File: config.mk
export PLATFORM = sky130hd
export DESIGN_NAME = loop_fetch_buf
export DESIGN_NICKNAME = d
export VERILOG_FILES = /design/src/rtl/loop_fetch_buf.sv
export SDC_FILE = /design/constraint.sdc
export NUM_CORES = 1
export LEC_CHECK = 0
export CAP_MARGIN = 40
export CORE_UTILIZATION = 45
export DETAILED_ROUTE_END_ITERATION = 8
export DONT_BUFFER_PORTS = 1
export GPL_TIMING_DRIVEN = 1
export PLACE_DENSITY = 0.61
export SYNTH_ARGS = -nofsm -noshare
export SYNTH_HDL_FRONTEND = slang
export SYNTH_SLANG_ARGS = --single-unit
File: constraint.sdc
create_clock -name clk -period 8.2 [get_ports clk]
set_input_delay 0.41 -clock clk [delete_from_list [all_inputs] [get_ports clk]]
set_output_delay 0.41 -clock clk [all_outputs]
set_load 0.01 [all_outputs]
File: src/rtl/loop_fetch_buf.sv
module loop_fetch_buf #(
  parameter int AW        = 16,
  parameter int DW        = 32,
  parameter int DEPTH     = 16,
  parameter int LOOKAHEAD = 4
) (
  input  logic          clk,
  input  logic          rst_n,
  input  logic          fetch_req,
  input  logic [AW-1:0] fetch_addr,
  output logic          fetch_ready,
  output logic          fetch_valid,
  output logic [DW-1:0] fetch_data,
  output logic          fetch_hit,
  output logic          mem_req,
  output logic [AW-1:0] mem_addr,
  input  logic          mem_rvalid,
  input  logic [DW-1:0] mem_rdata
);
  localparam int IW = $clog2(DEPTH);
  localparam int CW = $clog2(DEPTH + 1);

  logic [DW-1:0] words [DEPTH];
  logic [AW-1:0] base, fptr;
  logic [CW-1:0] count;
  logic          busy, drop, dm_pend;

  logic [AW-1:0] cnt_w, off, foff, ahead, tail;
  logic          hit, extend, accept, pf_ok, land;

  assign cnt_w  = AW'(count);
  assign off    = fetch_addr - base;
  assign foff   = fptr - base;
  assign ahead  = cnt_w - foff - AW'(1);
  assign tail   = base + cnt_w;
  assign hit    = off < cnt_w;
  assign extend = off == cnt_w;
  assign land   = mem_rvalid && !drop;
  assign pf_ok  = (count != '0) && (ahead < AW'(LOOKAHEAD));

  assign fetch_ready = !dm_pend;
  assign accept      = fetch_req && fetch_ready;
  assign mem_req     = !busy && (dm_pend || pf_ok);
  assign mem_addr    = tail;

  always_ff @(posedge clk)
    if (land) words[tail[IW-1:0]] <= mem_rdata;

  always_ff @(posedge clk or negedge rst_n) begin
    if (!rst_n) begin
      base        <= '0;
      fptr        <= '0;
      count       <= '0;
      busy        <= 1'b0;
      drop        <= 1'b0;
      dm_pend     <= 1'b0;
      fetch_valid <= 1'b0;
      fetch_data  <= '0;
      fetch_hit   <= 1'b0;
    end else begin
      fetch_valid <= 1'b0;
      if (mem_req) busy <= 1'b1;
      if (mem_rvalid) begin
        busy <= 1'b0;
        if (drop) drop <= 1'b0;
        else begin
          if (count == CW'(DEPTH)) base <= base + AW'(1);
          else count <= count + CW'(1);
          if (dm_pend) begin
            dm_pend     <= 1'b0;
            fetch_valid <= 1'b1;
            fetch_data  <= mem_rdata;
            fetch_hit   <= 1'b0;
          end
        end
      end
      if (accept) begin
        fptr <= fetch_addr;
        if (hit) begin
          fetch_valid <= 1'b1;
          fetch_data  <= words[fetch_addr[IW-1:0]];
          fetch_hit   <= 1'b1;
        end else if (extend) begin
          if (land) begin
            fetch_valid <= 1'b1;
            fetch_data  <= mem_rdata;
            fetch_hit   <= 1'b0;
          end else dm_pend <= 1'b1;
        end else begin
          base    <= fetch_addr;
          count   <= '0;
          dm_pend <= 1'b1;
          drop    <= (busy && !mem_rvalid) || mem_req;
        end
      end
    end
  end


  one_read_chk: assert property (@(posedge clk) disable iff (!rst_n)
    mem_req |=> !mem_req);


  depth_cap_chk: assert property (@(posedge clk) disable iff (!rst_n)
    count <= CW'(DEPTH));


  hit_next_chk: assert property (@(posedge clk) disable iff (!rst_n)
    (accept && hit) |=> (fetch_valid && fetch_hit));


  miss_from_mem_chk: assert property (@(posedge clk) disable iff (!rst_n)
    (fetch_valid && !fetch_hit) |-> $past(mem_rvalid));


  stall_chk: assert property (@(posedge clk) disable iff (!rst_n)
    (accept && !hit && !(extend && land)) |=> !fetch_ready);
endmodule

* Word-level counts from Yosys, hierarchy flattened
Memories as Yosys holds them, arrays and structs flattened.
Index checks and enable logic that the tools add are counted.
** Word-level totals
- Output and inout port bits :: 52
- Memories kept :: 1
- Logic and storage cells :: 81
- Flip-flop bits (word level) :: 74
- Input bits :: 52
- RAM bits :: 512
** Cells by class
- Magnitude comparators :: 2
- Eq/ne operators :: 2
- Muxes and demuxes :: 47
- Reduce and logical (&&, ||, !) cells :: 13
- Add/subtract/negate cells :: 7
** Memory list
- words :: depth 16, width 32, rd ports 1, clocked after Yosys merged registers in 0, wr ports 1, RTL line 23 : logic [DW-1:0] words [DEPTH];
** Operators by type and width (count)
- $mux 32 :: 7
- $mux 16 :: 6
- $sub 16x16->16 :: 2
- $mux 5 :: 6
- $mux 1 :: 28
- $add 16x1->16 const B :: 1
- $add 16x5->16 :: 1
- $eq 16x5->1 :: 1
- $lt 16x3->1 const B :: 1
- $lt 16x5->1 :: 1
- $sub 16x1->16 const B :: 1
- $sub 5x16->16 :: 1
- $add 5x1->5 const B :: 1
- $eq 5x5->1 const B :: 1
- $logic_and 1x1->1 :: 5
- $reduce_bool 5->1 :: 1
- $logic_not 1->1 :: 4
- $logic_or 1x1->1 :: 2
- $reduce_bool 2->1 :: 1

* Logic depth before layout (Yosys ltp)
Gate-level depths: netlist of run 1.
- Depth after elaboration :: 11
- Depth in mapped cells :: 18
- Gate-level depth less buffers :: 15

* Least setup slack after synthesis of run 1
Ideal clock, no wire load.
- Path kind :: input to register
- Start :: input fetch_addr[0]
- End :: register base[10]
- Path buffers :: 4
- Setup slack :: 3.971 ns
- Cell stages on the path :: 17
- Data required time :: 8.063 ns
- Setup time :: 0.137 ns
- Arrival :: 4.092 ns
- Cell sequence :: buf_1 > buf_2 > inv_1 > ha_1 > fa_1 > inv_1 > ha_1 > nor2b_1 > o21a_1 > o21a_1 > o21ai_0 > nor2b_1 > o21a_1 > a31o_2 > buf_2 > buf_1 > a21oi_1
** Between the ends
- Cells in the longest elaborated chain, start to end :: 5
- Elaborated cells between the ends (all ways) :: 6
- Those cells by class :: 1 x add/sub; 1 x order compare; 1 x eq/ne; 3 x mux
** Ends and longest elaborated chain
- start, declared :: RTL line 10 : input logic [AW-1:0] fetch_addr,
- $sub 16x16->16 (*) :: RTL line 32 : assign off = fetch_addr - base;
- parallel branches: the longest is 2 deep, another holds $lt 16x5->1
- $mux 16 (*) :: RTL line 79 : if (hit) begin
- $mux 16 (*) :: RTL line 77 : if (accept) begin
- end signal, assigned :: RTL line 67 : if (count == CW'(DEPTH)) base <= base + AW'(1);
- end signal, assigned :: RTL line 90 : base <= fetch_addr;
- end, declared :: RTL line 24 : logic [AW-1:0] base, fptr;
Every way passes the cells marked *.
A chain may end at the register's enable or synchronous reset.

* Worst setup path in the final report of run 1
- Start :: register base[1]
- End :: output mem_req
** Between the ends
- Cells in the longest elaborated chain, start to end :: 7
** Ends and longest elaborated chain
- $sub 16x16->16 :: RTL line 33 : assign foff = fptr - base;
- $sub 5x16->16 :: RTL line 34 : assign ahead = cnt_w - foff - AW'(1);
- $sub 16x1->16 :: RTL line 34
- $lt 16x3->1 :: RTL line 39 : assign pf_ok = (count != '0) && (ahead < AW'(LOOKAHEAD));
- $logic_and 1x1->1 :: RTL line 39
- $logic_or 1x1->1 :: RTL line 43 : assign mem_req = !busy && (dm_pend || pf_ok);
- $logic_and 1x1->1 :: RTL line 43
- end, declared :: RTL line 15 : output logic mem_req,
Every way passes these cells.

==> results of run 1 <==
metrics by stage:
step                worst slack [ns]  utilization (%)  hold WS (ns)  power, uW  instances
detailed placement              3.91             47.3         0.120       6280       2081
global placement                3.74             47.2         0.120       6220       2077
CTS                             3.24             51.6        0.0470       8940       2238
finish                          3.25             51.6        0.0742       8860       2239
global route                    3.03             51.6        0.0815       9270       2239
floorplan                       3.97                -         0.114       5550       1371
metal layers:
| layer | track usage [%] | part of all wire (%) | vias up |
|---|---|---|---|
| met5 | 0 | 0.088 | - |
| met4 | 5.48 | 2.1 | 8 |
| met3 | 4.60 | 6.3 | 107 |
| met2 | 36.0 | 50 | 393 |
| met1 | 28.0 | 42 | 6942 |
| li1 | - | - | 5694 |
power groups by stage:
stage          clock [uW]  sequential, uW  combinational [uW]
2_1_floorplan           0            4040                1520
3_3_place_gp            0            4080                2150
3_5_place_dp            0            4100                2180
4_1_cts              2640            4040                2260
5_1_grt              2740            4080                2450
6_report             2590            4040                2240
worst max path at each step:
stage	depth (start not counted)	startpoint	end
floorplan	17	fetch_addr[0]	base[10]
finish	12	base[1]	mem_req
detailed placement	12	base[1]	mem_req
CTS	12	base[1]	mem_req
global placement	13	fetch_addr[0]	fetch_data[3]
global route	12	base[1]	mem_req
sequential cells by signal, summed over array words and instances, names as in the netlist:
name         count
fetch_hit        1
dm_pend          1
words          512
drop             1
count            5
fetch_data      32
base            16
busy             1
fetch_valid      1
fptr            16
layout make-up:
class,count,area share [%]
Multi-Input combinational cell,673,26.4
Clock buffer,82,5.66
Clock inverter,26,0.858
Inverter,52,0.686
Sequential cell,586,60.5
Timing Repair Buffer,71,2.54
Antenna cell,1,0.00880
Tap cell,748,3.29
cell usage after synthesis, drive strengths merged, types with 8 or more instances:
| master | n | area, um^2 |
|---|---|---|
| edfxtp | 512 | 15400 |
| mux4 | 160 | 3600 |
| dfrtp | 74 | 1850 |
| nor2 | 73 | 274 |
| ha | 52 | 651 |
| inv | 52 | 195 |
| a21oi | 45 | 229 |
| xnor2 | 40 | 350 |
| and3 | 34 | 213 |
| clkbuf | 34 | 128 |
| nand2 | 34 | 128 |
| a221o | 33 | 330 |
| buf | 26 | 128 |
| o21ai | 23 | 115 |
| mux2 | 15 | 169 |
| nand3 | 15 | 80.1 |
| nand2b | 14 | 87.6 |
| nand4 | 11 | 68.8 |
| nor2b | 9 | 56.3 |
| o21a | 9 | 67.6 |
| xor2 | 8 | 70.1 |
critical path: stages (launching register included):
cell,delay [ns]
dfrtp_1,0.53
fa_1,0.61
nand2b_1,0.08
fa_1,0.41
nor2b_1,0.17
o31ai_1,0.11
a21o_1,0.18
a2111oi_0,0.57
or3_1,0.19
a21oi_1,0.07
xnor2_1,0.13
or4_1,0.58
a21oi_1,0.29
what timing repair did:
action / 4_1_cts / 5_1_grt
hold endpoints to repair: 647 / 0
buffers inserted: 0 / 0
hold buffers: 49 / 0
cells by family after synthesis:
| kind of cell | after synthesis |
|---|---|
| flops | 586 |
| simple gates | 226 |
| mux | 179 |
| compound gates | 161 |
| buf+inv | 112 |
| fa+ha+maj | 59 |
| xor+xnor | 48 |
==> run metrics, run 1 <==
via count of the first global-routing pass 13600; Hold Path Cell Cnt 3; PD cells 311 mW/mm^2; kind of critical path reg2out; mux contribution to synthesized area 15.2%; routed len/inst 26.3 um; final setup vio count 0; CTS H-tree depth 2; Slew Limit Fails 0; Detail Route Antenna Nets 0; global-route wire length before repair 88000 um; worst r2r src base[0]; port bufs 0; Syn Area/Cell 18.3 um^2; CP startpoint kind register; cells after synthesis 1371; largest net degree at the start of global routing 131; YS warnings 0; Final Cell Area 0.0285 mm^2; Total Routed Length 58900 um; register area 0.0172 mm^2; Tmin final 4.95 ns; Lkg Pwr 0.00967 uW; Slew headroom 40.9%; grt total ovfl 0; multi-input logic area 0.00751 mm^2; Period Utilization, post-route 60.3%; drt pass-1 iters 5; clock-pin slew on the worst setup and hold paths 0.06 ns; skew final 0.0394 ns; Async S/R FF share, synth 12.6%; clock root buffer clkbuf_16; P&R area growth vs syn 13.5%; most common cell after layout, fill and taps aside edfxtp_1; clock sink total 586; Yosys reg bits 586; worst skew pair latency 0.64 ns; unrepaired setup endpoints after global routing false; die area 0.0566 mm^2; Placer Congestion 0.870; DR vias 13100; Pint 6120 uW; post-synthesis simple-gate area fraction 4.68%; Layout fillers 4451; Syn Nets 1482; Reg2Reg Depth 12; reg2reg end fetch_data[3]; drt drc 0; Horiz. Die Dim 238 um; part of the power in registers 45.5%; Reg2Reg Setup Slack 4.20 ns; routed vias/inst 5.87; fmax 0.202 GHz; post-synthesis compound-gate area fraction 4.74%; deepest clock path buffer count 3; adder-cell share of the synthesized area 3.16%; Final TNS setup 0 ns; status complete, no violations; prevailing post-synth register cell edfxtp_1; Sw Ratio 31.0%; CTS tree built; combinational group share of total power 25.3%; worst path arrival time 4.54 ns; dpl hpwl 30500 um; CTS Buf Count 58; Post-Synth XOR/XNOR Area 1.68%; Area after DPL 0.0261 mm^2; class of the tightest hold or removal check in2reg; Post-synth EDFFs 512; count of final hold-check violations 0; Initial Util 45.5%; Critical Path End Type primary output; Core ar. 0.0551 mm^2; share of cells above drive strength 1 20.9%; sequential element share of the synthesized area 68.7%; IO Pins 104; initial antenna violation count 5; combinational family with the most area after synthesis multiplexers; Req. time, crit path 7.79 ns; actual slew at the worst max-slew pin 0.887 ns; most frequent cells in the layout edfxtp_1, mux4_2, dfrtp_1, clkbuf_16, nor2_1; total track usage 21.3%; Hold Crit Start mem_rvalid; Die Span Y 238 um; Post-Syn Area 0.0251 mm^2; Max-Cap Viols 0; Worst VDD drop 209 uV; clock power share 29.2%; post-cts resize count 0; # rows 86; Worst Path Max Fanout 9; Cell variety after synth 69; initial drt markers 968; Final Net Count 1553; Hold Crit Endpoint drop; NetSw 2750 uW
(Power assumes the default switching activity.)
==> inputs of run 2 (changes only) <==
--- a/config.mk
+++ b/config.mk
@@ -10,7 +10,7 @@
 export DETAILED_ROUTE_END_ITERATION = 8
 export DONT_BUFFER_PORTS = 1
 export GPL_TIMING_DRIVEN = 1
-export PLACE_DENSITY = 0.61
+export PLACE_DENSITY = 0.63
 export SYNTH_ARGS = -nofsm -noshare
 export SYNTH_HDL_FRONTEND = slang
 export SYNTH_SLANG_ARGS = --single-unit
==> constraint.sdc (replaced) <==
create_clock -name clk -period 4.3 [get_ports clk]
set_input_delay 0.215 -clock clk [delete_from_list [all_inputs] [get_ports clk]]
set_output_delay 0.215 -clock clk [all_outputs]
set_load 0.01 [all_outputs]
==> run 2 against run 1 <==
Sequential power up 90%; via count up 0.40%; utilization up 0.54 points; combinational power up 100%; clock power up 96%; final cell count up 0.98%; power up 95%; clock skew down 0.020 ns; critical path type unchanged; highest routed layer unchanged.
==> run metrics, run 2 (synthesis gave the netlist of run 1 again) <==
count of final hold-check violations 0 (unchanged); Buf/Inv on CP 0 (unchanged); worst path arrival time 3.93 ns (-0.61 ns); largest net degree at the start of global routing 131 (unchanged); via count of the first global-routing pass 13400 (-1.5%); drt drc 0 (unchanged); grt total ovfl 0 (unchanged); slowest CP cell or4_4; initial antenna violation count 5 (unchanged); most frequent cells in the layout edfxtp_1, mux4_2, dfrtp_1, clkbuf_16, nor2_1; Period Utilization, post-route 96.4%; max reg flops 512 (unchanged); total track usage 20.7% (-0.53 points); routed vias/inst 5.84 (-0.57%); dpl cells 2094 (+0.62%); CP startpoint kind register; clock sink total 586 (unchanged); dpl hpwl 31500 um (+3.4%); port bufs 0 (unchanged); Worst VDD drop 405 uV (+94%); CTS H-tree depth 2 (unchanged); Placer Congestion 0.862 (-0.91%); fmax 0.241 GHz; drt pass-1 iters 5 (unchanged); Slew Limit Fails 0 (unchanged); share of cells above drive strength 1 23.3% (+2.4 points); kind of critical path reg2out; most common cell after layout, fill and taps aside edfxtp_1; Final Util 52.2% (+0.54 points); Detail Route Antenna Nets 0 (unchanged); Slew headroom 45.2% (+4.3 points); clock-pin slew on the worst setup and hold paths 0.06 ns (about the same); worst skew pair latency 0.63 ns (about the same); initial drt markers 1071 (+11%); Final Net Count 1575 (+1.4%); family with the most delay on the worst path simple AND/OR/NAND/NOR gates; Lkg Pwr 0.00980 uW (+1.3%); Die Span Y 238 um (unchanged); P&R area growth vs syn 14.7%; Core ar. 0.0551 mm^2 (unchanged); status complete, no violations; clock root buffer clkbuf_16; final setup vio count 0 (unchanged); Total Routed Length 58000 um (-1.5%); Horiz. Die Dim 238 um (unchanged); actual slew at the worst max-slew pin 0.820 ns (-0.0666 ns); IO Pins 104 (unchanged); Final Non-Filler Cells 2261 (+0.98%); Layout fillers 4428 (-0.52%); die area 0.0566 mm^2 (unchanged); Worst Path Max Fanout 8 (-1); Max-Cap Viols 0 (unchanged); Tmin final 4.15 ns; CTS Buf Count 59 (+1.7%); cells along the critical path ha_1 > a21oi_1 > nand2b_1 > fa_2 > nor2b_4 > o31ai_4 > a21o_1 > a2111oi_4 > or3_1 > a21oi_2 > xnor2_1 > or4_4 > a21oi_4; Req. time, crit path 4.09 ns (-3.70 ns); DR vias 13200 (+0.40%); class of the tightest hold or removal check in2reg; # rows 86 (unchanged); global-route wire length before repair 85800 um (-2.5%); Critical Path End Type primary output; routed len/inst 25.7 um (-2.4%); deepest clock path buffer count 3 (unchanged); CP peak stage delay 0.55 ns (-0.06 ns); CTS tree built; skew final 0.0189 ns (-0.0205 ns); Initial Util 45.5% (unchanged); PD cells 600 mW/mm^2 (+93%)
==> run 2: timing repair <==
action | 4_1_cts | 5_1_grt
setup endpoints to repair | 1 | 1
pin swaps | 3 | 7
gates resized for setup | 10 | 12
buffers inserted | 4 | 1
hold buffers | 52 | 0
endpoints found under the hold margin | 655 | 0
==> run 2: path summary, 6_finish.rpt <==
check                      startpoint  cells past startpoint              to  slack (ns)
max                           base[0]                     13         mem_req        0.15
min                        mem_rvalid                      4        count[1]        0.06
max reg2reg                   base[0]                     12  fetch_data[31]        0.53
min reg2reg                   fptr[0]                      2         fptr[0]        0.49
max in group asynchronous       rst_n                      2  fetch_data[17]        3.75
min in group asynchronous       rst_n                      2         fptr[7]        0.18
==> run 2: cell type report <==
class / instances / area [um^2] / area share [%]
sequential: 586 / 17200 / 59.9
tap: 748 / 936 / 3.26
inverter: 52 / 195 / 0.679
clock buffer: 83 / 1650 / 5.73
antenna: 1 / 2.50 / 0.00870
multi-input combinational: 673 / 7590 / 26.4
clock inverter: 26 / 294 / 1.02
timing repair buffer: 92 / 848 / 2.95
==> run 2: where the power goes <==
group | total (uW) | switching, uW | internal, uW | leakage [uW]
registers | 7690 | 398 | 7290 | 0.00551
clock network | 5080 | 2160 | 2920 | 0.000942
logic | 4470 | 2740 | 1730 | 0.00335
total | 17200 | 5300 | 11900 | 0.00980
==> run 2: worst min-delay path: cells and delay by family <==
kind	cells	cell delay, ns
AO/OA/AOI/OAI	1	0.08
AND/OR/NAND/NOR	2	0.18
buffers and inverters	1	0.17
==> run 2: per-layer routing <==
metal | global-route usage (%) | up-vias | part of all wire, %
met4 | 5.96 | 6 | 2.2
met5 | 0 | - | 0.060
met3 | 4.32 | 108 | 7.0
li1 | - | 5734 | -
met1 | 28.8 | 6914 | 42
met2 | 33.3 | 435 | 48
==> run 2: through the flow <==
step	instance area, um^2	setup slack (ns)	hold slack, ns	setup TNS [ns]	power (uW)
after global routing	28700	-0.0100	0.0447	-0.0100	18000
after detailed placement	26100	0.323	-0.0769	0	12000
after floorplan	25100	0.266	-0.0806	0	10600
after CTS	28700	0.00538	0.00891	0	17300
final	28700	0.154	0.0572	0	17200
after global placement	26100	0.384	-0.0764	0	11900
==> inputs of run 3 (changes only) <==
--- a/config.mk
+++ b/config.mk
@@ -6,11 +6,11 @@
 export NUM_CORES = 1
 export LEC_CHECK = 0
 export CAP_MARGIN = 40
-export CORE_UTILIZATION = 45
+export CORE_UTILIZATION = 25
 export DETAILED_ROUTE_END_ITERATION = 8
 export DONT_BUFFER_PORTS = 1
 export GPL_TIMING_DRIVEN = 1
-export PLACE_DENSITY = 0.63
+export PLACE_DENSITY = 0.41
 export SYNTH_ARGS = -nofsm -noshare
 export SYNTH_HDL_FRONTEND = slang
 export SYNTH_SLANG_ARGS = --single-unit
==> run 3 against run 2 <==
Clock-buffer cell count is 15 higher; critical path depth stayed put; critical endpoint unchanged; worst setup slack worse by 0.048 ns.
==> run metrics, run 3 (synthesis gave the netlist of run 1 again) <==
combinational group share of total power 26.4% (+0.5 points); Final Net Count 1583 (+0.51%); clock root buffer clkbuf_16; Reg2Reg Depth 13 (+1); CTS Buf Count 67 (+14%); class of the tightest hold or removal check in2reg; total track usage 13.9% (-6.8 points); register area 0.0172 mm^2 (about the same); Final Cell Area 0.0299 mm^2 (+4.0%); Final Util 30.2% (-22 points); Max-Cap Viols 0 (unchanged); initial drt markers 1270 (+19%); count of final hold-check violations 0 (unchanged); CP startpoint kind register; DR vias 13500 (+2.2%); kind of critical path reg2out; dpl cells 2629 (+26%); Placer Congestion 0.813 (-5.8%); initial antenna violation count 8 (+3); worst skew pair latency 0.62 ns (about the same); drt drc 0 (unchanged); # rows 115 (+34%); via count of the first global-routing pass 14400 (+7.9%); die area 0.102 mm^2 (+79%); critical path endpoint mem_req; most used cell, CP inv_1; Die Span Y 319 um (+34%); routed vias/inst 4.79 (-18%); P&R area growth vs syn 19.3%; Final Non-Filler Cells 2815 (+25%); actual slew at the worst max-slew pin 0.810 ns (-0.0101 ns); Slew headroom 46.0% (+0.80 points); multi-input logic area 0.00760 mm^2 (about the same); most common cell after layout, fill and taps aside edfxtp_1; Worst Path Max Fanout 5 (-3); reg2reg end fetch_data[12]; Reg2Reg Setup Slack 0.35 ns (-0.18 ns); slowest CP cell or4_4; Final TNS setup 0 ns (unchanged); drt pass-1 iters 8 (+3); Req. time, crit path 4.09 ns (about the same); global-route wire length before repair 103000 um (+20%); status complete, no violations; Lkg Pwr 0.00997 uW (+1.8%); routed len/inst 24.9 um (-2.9%); Worst VDD drop 289 uV (-29%); share of cells above drive strength 1 23.6% (+0.36 points); clock power share 31.2% (+1.7 points); Setup crit start count[4]; port bufs 0 (unchanged); Tmin final 4.19 ns (+0.0475 ns); final setup vio count 0 (unchanged); Pint 12400 uW (+3.9%); deepest clock path buffer count 3 (unchanged); fmax 0.238 GHz (-1.1%); largest net degree at the start of global routing 131 (unchanged); Slew Limit Fails 0 (unchanged); Core ar. 0.0989 mm^2 (+79%); worst r2r src base[0]; Area after DPL 0.0270 mm^2 (+3.3%); clock-pin slew on the worst setup and hold paths 0.06 ns (about the same); clock sink total 586 (unchanged); Initial Util 25.4% (-20 points); grt total ovfl 0 (unchanged); Period Utilization, post-route 97.5% (+1.1 points); PD cells 606 mW/mm^2 (+1.1%); dpl hpwl 37100 um (+18%); Horiz. Die Dim 319 um (+34%); Sw Ratio 31.5% (+0.75 points); worst path arrival time 3.98 ns (+0.05 ns); NetSw 5700 uW (+7.6%); Critical Path End Type primary output; Detail Route Antenna Nets 0 (unchanged); max reg flops 512 (unchanged); cells along the critical path inv_1 > fa_1 > inv_1 > ha_2 > o211a_1 > o31ai_4 > a21o_1 > a2111oi_4 > or3_1 > a21oi_2 > xnor2_1 > or4_4 > a21oi_4; Total Routed Length 70100 um (+21%); IO Pins 104 (unchanged); CTS tree built; part of the power in registers 42.4% (-2.2 points); CTS H-tree depth 3 (+1); Layout fillers 9661 (+120%); skew final 0.0362 ns (+0.0173 ns); CP peak stage delay 0.56 ns (about the same); most frequent cells in the layout edfxtp_1, mux4_2, dfrtp_1, clkbuf_16, nor2_1
==> run 3: what timing repair did <==
| action | CTS | global route |
|---|---|---|
| hold endpoints to repair | 654 | 0 |
| hold buffers | 52 | 0 |
| endpoints found under the setup margin | 1 | 1 |
| setup buffers | 4 | 5 |
| resized for setup | 11 | 12 |
| pin swaps | 4 | 6 |
==> run 3: layout make-up <==
class	count	share of cell area [%]
tap	1287	5.39
timing repair buffer	92	3.60
inverter	52	0.661
clock buffer	98	6.37
multi-input combinational	673	25.4
sequential	586	57.6
antenna	1	0.00837
clock inverter	26	0.913
==> run 3: worst min path at each step <==
stage	from	end	cells after the start
6_report	fetch_req	fptr[1]	4
5_1_grt	fetch_addr[3]	fetch_data[10]	3
4_1_cts	fetch_addr[3]	fetch_data[10]	3
3_5_place_dp	rst_n	fptr[5]	0
3_3_place_gp	rst_n	fptr[5]	0
2_1_floorplan	rst_n	base[0]	0
==> run 3: critical path, delay by kind of cell (launching register included) <==
family	cells	cell delay (ns)
fa+ha+maj	2	0.71
compound gates	6	1.01
xor+xnor	1	0.07
simple gates	2	0.95
flops	1	0.45
buf+inv	2	0.21
==> run 3: metrics by stage <==
| step | total power [uW] | worst slack, ns | hold WS, ns |
|---|---|---|---|
| floorplan | 10600 | 0.266 | -0.0806 |
| global placement | 12300 | 0.327 | -0.0762 |
| detailed placement | 12300 | 0.285 | -0.0763 |
| CTS | 18300 | 0.00465 | 0.0301 |
| global route | 19000 | -0.0333 | 0.0685 |
| finish | 18100 | 0.107 | 0.0954 |
==> run 3: metal layers <==
metal	GRT usage, %	wire, um	vias to the layer above
li1	-	-	5769
met1	18.8	31400	7242
met2	22.9	33600	356
met3	2.80	3750	106
met4	3.39	1350	10
met5	0	66	-
==> run 3: power by group through the flow <==
stage	clock network [uW]	registers, uW	logic [uW]
after floorplan	0	7700	2890
after global placement	0	7780	4520
after detailed placement	0	7820	4520
after CTS	5830	7700	4740
after global routing	6030	7780	5210
final	5650	7680	4790
